## src/rtl/swire_reset_presence.sv

```systemverilog
module swire_reset_presence #(
  parameter int CYC_PER_US  = 50,
  parameter int RST_REG_US  = 480,
  parameter int RST_OD_US   = 48,
  parameter int WAIT_REG_US = 30,
  parameter int LOW_REG_US  = 120,
  parameter int WAIT_OD_US  = 4,
  parameter int LOW_OD_US   = 16
) (
  input  logic clk,
  input  logic rst_n,
  input  logic line_i,
  input  logic od_mode_i,
  output logic rst_det_o,
  output logic long_rst_o,
  output logic pres_drv_o
);
  localparam int RST_REG_C  = CYC_PER_US * RST_REG_US;
  localparam int RST_OD_C   = CYC_PER_US * RST_OD_US;
  localparam int WAIT_REG_C = CYC_PER_US * WAIT_REG_US;
  localparam int LOW_REG_C  = CYC_PER_US * LOW_REG_US;
  localparam int WAIT_OD_C  = CYC_PER_US * WAIT_OD_US;
  localparam int LOW_OD_C   = CYC_PER_US * LOW_OD_US;
  localparam int MAXT_A     = (WAIT_REG_C > LOW_REG_C) ? WAIT_REG_C : LOW_REG_C;
  localparam int MAXT_B     = (WAIT_OD_C > LOW_OD_C) ? WAIT_OD_C : LOW_OD_C;
  localparam int MAXT       = (MAXT_A > MAXT_B) ? MAXT_A : MAXT_B;
  localparam int CW         = $clog2(RST_REG_C + 1);
  localparam int TW         = $clog2(MAXT + 1);

  typedef enum logic [1:0] {S_IDLE, S_WAIT, S_DRIVE} phase_t;

  logic          s1, s2;
  logic [CW-1:0] lo_cnt;
  logic [TW-1:0] tmr;
  logic          fast_q;
  phase_t        ph;

  always_ff @(posedge clk or negedge rst_n)
    if (!rst_n) begin
      s1 <= 1'b1;
      s2 <= 1'b1;
    end else begin
      s1 <= line_i;
      s2 <= s1;
    end

  wire rise    = s2 && (lo_cnt != '0) && (ph != S_DRIVE);
  wire meets   = lo_cnt >= (od_mode_i ? CW'(RST_OD_C) : CW'(RST_REG_C));
  wire longr   = lo_cnt >= CW'(RST_REG_C);
  wire hit     = rise && meets;
  wire go_fast = od_mode_i && !longr;

  always_ff @(posedge clk or negedge rst_n)
    if (!rst_n)                       lo_cnt <= '0;
    else if (ph == S_DRIVE || s2)     lo_cnt <= '0;
    else if (lo_cnt != CW'(RST_REG_C)) lo_cnt <= lo_cnt + 1'b1;

  always_ff @(posedge clk or negedge rst_n)
    if (!rst_n) begin
      rst_det_o  <= 1'b0;
      long_rst_o <= 1'b0;
    end else begin
      rst_det_o  <= hit;
      long_rst_o <= hit && longr;
    end

  always_ff @(posedge clk or negedge rst_n)
    if (!rst_n) begin
      ph     <= S_IDLE;
      tmr    <= '0;
      fast_q <= 1'b0;
    end else begin
      case (ph)
        S_IDLE:
          if (hit) begin
            ph     <= S_WAIT;
            fast_q <= go_fast;
            tmr    <= go_fast ? TW'(WAIT_OD_C - 1) : TW'(WAIT_REG_C - 1);
          end
        S_WAIT:
          if (!s2)
            ph <= S_IDLE;
          else if (tmr == '0) begin
            ph  <= S_DRIVE;
            tmr <= fast_q ? TW'(LOW_OD_C - 1) : TW'(LOW_REG_C - 1);
          end else
            tmr <= tmr - 1'b1;
        S_DRIVE:
          if (tmr == '0) ph <= S_IDLE;
          else           tmr <= tmr - 1'b1;
        default: ph <= S_IDLE;
      endcase
    end

  assign pres_drv_o = (ph == S_DRIVE);

  logic [TW:0] drv_run;
  always_ff @(posedge clk or negedge rst_n)
    if (!rst_n)          drv_run <= '0;
    else if (pres_drv_o) drv_run <= drv_run + 1'b1;
    else                 drv_run <= '0;

  assert_long_has_det_R5: assert property (@(posedge clk) disable iff (!rst_n)
    long_rst_o |-> rst_det_o);
  assert_reg_reset_long_R3: assert property (@(posedge clk) disable iff (!rst_n)
    (rst_det_o && !$past(od_mode_i)) |-> long_rst_o);
  assert_strobe_single_R11: assert property (@(posedge clk) disable iff (!rst_n)
    rst_det_o |=> !rst_det_o);
  assert_quiet_in_drive_R10: assert property (@(posedge clk) disable iff (!rst_n)
    pres_drv_o |-> !rst_det_o);
  assert_wait_first_R7: assert property (@(posedge clk) disable iff (!rst_n)
    rst_det_o |=> !pres_drv_o);
  assert_drive_bounded_R8: assert property (@(posedge clk) disable iff (!rst_n)
    drv_run <= (TW+1)'(MAXT));
endmodule

```

## config.mk

```make
export PLATFORM = sky130hd
export DESIGN_NAME = swire_reset_presence
export DESIGN_NICKNAME = d
export VERILOG_FILES = /design/src/rtl/swire_reset_presence.sv
export SDC_FILE = /design/constraint.sdc
export NUM_CORES = 1
export LEC_CHECK = 0
export BUFFER_PORTS_ARGS = -buffer_cell sky130_fd_sc_hd__buf_4
export CORE_MARGIN = 4
export CORE_UTILIZATION = 40
export CTS_CLUSTER_SIZE = 14
export DETAILED_ROUTE_END_ITERATION = 8
export PLACE_DENSITY = 0.56
export REMOVE_ABC_BUFFERS = 1
export SLEW_MARGIN = 40
export SYNTH_ARGS = -nofsm -noshare
export SYNTH_HDL_FRONTEND = slang
export SYNTH_SLANG_ARGS = --single-unit
```

## constraint.sdc

```tcl
create_clock -name clk -period 6.65 [get_ports clk]
set_clock_uncertainty 0.05 [all_clocks]
set_input_delay 1.33 -clock clk [delete_from_list [all_inputs] [get_ports clk]]
set_output_delay 1.33 -clock clk [all_outputs]
set_load 0.05 [all_outputs]
```

* Word level (Yosys, flattened, before mapping) *
Cells that the tools add are included.

word-level totals
  flip-flop bits (word level) = 35
  input port bits = 4

cells by class
  $add $sub $neg = 2
  magnitude comparators = 2
  eq/ne operators = 9
  multiplexer cells = 15
  reduce and logical (&&, ||, !) cells = 15

operators by type and width
  kind                     number
  $mux W13                 5
  $mux W15                 3
  $pmux W13 S3             1
  $add A15 B1 Y15 const B  1
  $ge A15 B15 Y1           1
  $ge A15 B15 Y1 const B   1
  $ne A15 B15 Y1 const B   1
  $reduce_bool A15 Y1      1
  $logic_not A13 Y1        1
  $sub A13 B1 Y13 const B  1
  $mux W11                 1
  $mux W2                  4
  $ne A2 B2 Y1 const B     4
  $pmux W2 S3              1
  $logic_and A1 B1 Y1      5
  $reduce_and A4 Y1        1
  $ne A3 B3 Y1 const B     1
  $reduce_and A3 Y1        1
  $reduce_bool A3 Y1       1
  $eq A2 B1 Y1 const B     1
  $eq A2 B2 Y1 const B     1
  $logic_not A2 Y1         1
  $ne A2 B1 Y1 const B     1
  $reduce_and A2 Y1        1
  3 further kinds          3

* Logic depth before layout (Yosys ltp) *
  depth after elaboration = 6
  gate-level depth with buffers = 9
  depth with buffers taken out = 8

* Worst setup path before layout *
No wires, ideal clock.

  kind = input-to-reg
  from = input port od_mode_i
  to = register tmr[3]
  arrival time = 2,829 ps
  path slack = 3,645 ps
  stages on the path = 7
  buffers on the path = 1
  cell sequence = ha_1 nand2_1 a2111oi_4 o21ai_2 a21o_1 buf_6 o32a_1

on the way
  word-level cells in the longest chain between the ends = 5
  elaborated cells on any way between the ends = 9

ends and longest elaborated chain
  item                         line  RTL
  start, declared              13    input logic od_mode_i,
  $mux W15                     48    wire meets = lo_cnt >= (od_mode_i ? CW'(RST_OD_C) : CW'(RST_REG_C));
  $ge A15 B15 Y1               48
  $logic_and A1 B1 Y1          50    wire hit = rise && meets;
  $ne A2 B2 Y1 (no line)       n/a
  $reduce_and A4 Y1 (no line)  n/a
  end signal, assigned         78    tmr <= go_fast ? TW'(WAIT_OD_C - 1) : TW'(WAIT_REG_C - 1);
  end signal, assigned         85    tmr <= fast_q ? TW'(LOW_OD_C - 1) : TW'(LOW_REG_C - 1);
  end signal, assigned         87    tmr <= tmr - 1'b1;
  end, declared                34    logic [TW-1:0] tmr;

Parallel ways exist; a longest one is shown, timed or not. The select of a mux whose other input is x is not followed.
A chain may end at the register's enable or synchronous reset.

* Worst setup path after layout *
  from = input port od_mode_i
  to = register tmr[1]

on the way
  word-level cells in the longest chain between the ends = 5

ends and longest elaborated chain
  item                         line
  $mux W15                     48
  $ge A15 B15 Y1               48
  $logic_and A1 B1 Y1          50
  $ne A2 B2 Y1 (no line)       n/a
  $reduce_and A4 Y1 (no line)  n/a

Every way passes these cells.

==> results.sh <==
export IMPL_place_inst=313
export IMPL_setup_violations=0
export IMPL_netlist_area_mm2=0.00223
export IMPL_timing_final_crit_share_pct=47.3
export IMPL_ys_flop_type="dfrtp_1"
export IMPL_cts_tree="built"
export IMPL_path_clk_slew_ns=0.07
export IMPL_async_flop_share_pct=100
export IMPL_num_rows=26
export IMPL_drc=0
export IMPL_diodes=0
export IMPL_area_growth_pct=7.90
export IMPL_grt_max_degree=36
export IMPL_vdd_ir_drop_max_mv=0.0996
export IMPL_cts_buffers=5
export IMPL_ioPinCount=7
export IMPL_crit_fanout=19
export IMPL_cts_resized=0
export IMPL_synth_seq_cells=35
export IMPL_cp_end_kind="flop"
export IMPL_yosysSeqAreaShare_pct=39.3
export IMPL_fin_hold_ws_ns=0.309
export IMPL_slew_viol_final=0
export IMPL_synth_warnings=0
export IMPL_coreArea_mm2=0.00527
export IMPL_maxSlewHeadroom_pct=49.6
export IMPL_worst_ep_arrival_time_ns=3.27
export IMPL_layout_drive_gt1_share_pct=9.16
export IMPL_maxCapViolations=0
export IMPL_nets=267
export IMPL_hold_viol_final=0
export IMPL_setup_ws_ns=3.50
export IMPL_start_kind="primary input"
export IMPL_clockBufferDepth=2
export IMPL_clock_sinks=35
export IMPL_p_per_area_mw_per_mm2=155
export IMPL_final_cells=321
export IMPL_die_h_um=82.7
export IMPL_grt_pass1_wl_mm=8.67
export IMPL_yosysTopAreaCell="dfrtp_1"
export IMPL_htreeDepth=2
export IMPL_overflow=0
export IMPL_postCtsSetupRepairBufs=0
export IMPL_dieArea_mm2=0.00684
export IMPL_vias=1815
export IMPL_drt_pass1_iterations=4
export IMPL_final_area_mm2=0.00241
export IMPL_wl_per_cell_um=15.5
export IMPL_hold_path_class="flop to flop"
export IMPL_min_period_ns=3.15
export IMPL_dp_final_hpwl_mm=3.54
export IMPL_synth_edf_count=0
export IMPL_via_per_inst=5.65
export IMPL_status="complete, no violations"
export IMPL_grtUsageTotal_pct=16.8
export IMPL_insertion_delay_ns=0.29
export IMPL_place_gp_congestion=0.880
export IMPL_synth_cell_type_count=50
export IMPL_syn_area_per_cell_um2=9.04
export IMPL_syn_inst=247
export IMPL_synth_top_cell_area_share_pct=37.0
export IMPL_n_fill_cell=534
export IMPL_drt_iter0_markers=87
export IMPL_antenna_found_initial=0
export IMPL_worst_ep_required_time_ns=6.77
export IMPL_clockRootBuffer="clkbuf_8"
export IMPL_cts_hold_buf=0
export IMPL_ys_top_cells_by_area="dfrtp_1, ha_1, nor2_1"
export IMPL_clock_fmax_mhz=318
export IMPL_die_x_um=82.7
export IMPL_rsz0062_at_grt="false"
export IMPL_leakagePower_nw=1.07
export IMPL_routed_wl_mm=4.99
export IMPL_placed_cell_area_mm2=0.00232
export IMPL_ant_nets=0
export IMPL_io_buffer_count=6
export IMPL_grt_pass1_vias=1835
export IMPL_worst_slew_pin_slew_ns=0.756
export IMPL_fin_setup_tns_ns=0
export IMPL_start_util_pct=42.4
export IMPL_critical_path_class="primary input to flop"
export IMPL_pre_cts_ws_ns=3.19
## layout by cell type (no fill, tap or decap), drive strengths merged, types with 2 or more instances in the layout
cell type / count
a211o: 3
a211oi: 10
a21o: 3
a21oi: 11
a22o: 2
a311oi: 2
a31oi: 4
and2: 2
and3: 5
and4: 2
buf: 6
clkbuf: 7
dfrtp: 33
dfstp: 2
ha: 13
inv: 19
mux2: 2
nand2: 11
nand3: 6
nand4: 3
nor2: 37
nor3: 10
nor4: 3
nor4b: 3
o211ai: 2
o21a: 2
o21ai: 7
o22ai: 6
o32a: 2
or2: 2
or4: 3
xnor2: 7
xor2: 7
## path summary, 6_finish.rpt
path / from / end / slack (ns) / cells past startpoint
setup reg to reg: lo_cnt[0] / tmr[8] / 3.98 / 8
setup / recovery: od_mode_i / tmr[1] / 3.50 / 7
min in group asynchronous: rst_n / tmr[5] / 0.93 / 1
hold reg to reg: s1 / s2 / 0.31 / 0
max in group asynchronous: rst_n / s1 / 5.26 / 1
hold / removal: s1 / s2 / 0.31 / 0
## area by class of cell
class / count / area (um2) / share of cell area (%)
Sequential cell: 35 / 878 / 36.4
Tap cell: 70 / 87.6 / 3.63
Inverter: 19 / 71.3 / 2.96
Multi-Input combinational cell: 183 / 1250 / 51.7
Clock inverter: 1 / 5.00 / 0.208
Timing Repair Buffer: 6 / 45.0 / 1.87
Clock buffer: 7 / 76.3 / 3.17
## kinds of logic (layout without fill, tap and decap cells)
family                     after synthesis  after routing  share of synthesized area, %
AOI/OAI and AO/OA                       60             60                          19.9
xor gates and xnor gates                14             14                          5.49
adders and majority gates               13             13                          7.28
buffers and inverters                   29             33                          5.38
DFF                                     35             35                          39.3
muxes                                    3              3                          1.46
and+or+nand+nor                         93             93                          21.1
## per-stage QoR
stage | util [%] | power [mW]
finish | 45.7 | 0.373
global route | 45.7 | 0.393
CTS | 45.5 | 0.379
detailed placement | 44.0 | 0.227
global placement | 44.0 | 0.227
floorplan | - | 0.220
## cells in the mapped netlist, drive strengths merged, types with 2 or more instances
cell	count
o21ai	7
o211ai	2
nand4	3
ha	13
a31oi	4
nor2	37
a21o	3
xor2	7
a211o	3
and4	2
o22ai	6
a311oi	2
or2	2
nand2	11
dfrtp	33
xnor2	7
nand3	6
nor3	10
or4	3
clkbuf	7
dfstp	2
o32a	2
nor4	3
a211oi	10
a21oi	11
a22o	2
mux2	2
and2	2
nor4b	3
and3	5
o21a	2
buf	3
inv	19
## power breakdown
group	internal, mW	total [mW]	switching, mW
sequential	0.214	0.214	0.000405
combinational	0.00204	0.00829	0.00625
clock	0.0735	0.151	0.0773
## state kept, by name, indices dropped and copies added (netlist names)
| register | flops |
|---|---|
| long_rst_o | 1 |
| lo_cnt | 15 |
| tmr | 13 |
| rst_det_o | 1 |
| s1 | 1 |
| fast_q | 1 |
| ph | 2 |
| s2 | 1 |
## critical path, stage by stage
cell and delay (ns):
buf_4 0.14, ha_1 0.31, nand4b_1 0.16, o21ai_0 0.13
o21ai_2 0.60, a21oi_1 0.27, mux2_2 0.32
## routing by layer
| layer | wire [um] | track usage, % |
|---|---|---|
| met5 | 0 | 0 |
| met1 | 2220 | 20.3 |
| met2 | 2480 | 27.8 |
| met3 | 213 | 5.31 |
| met4 | 78 | 6.54 |
Power figures use the tool's default switching activity.
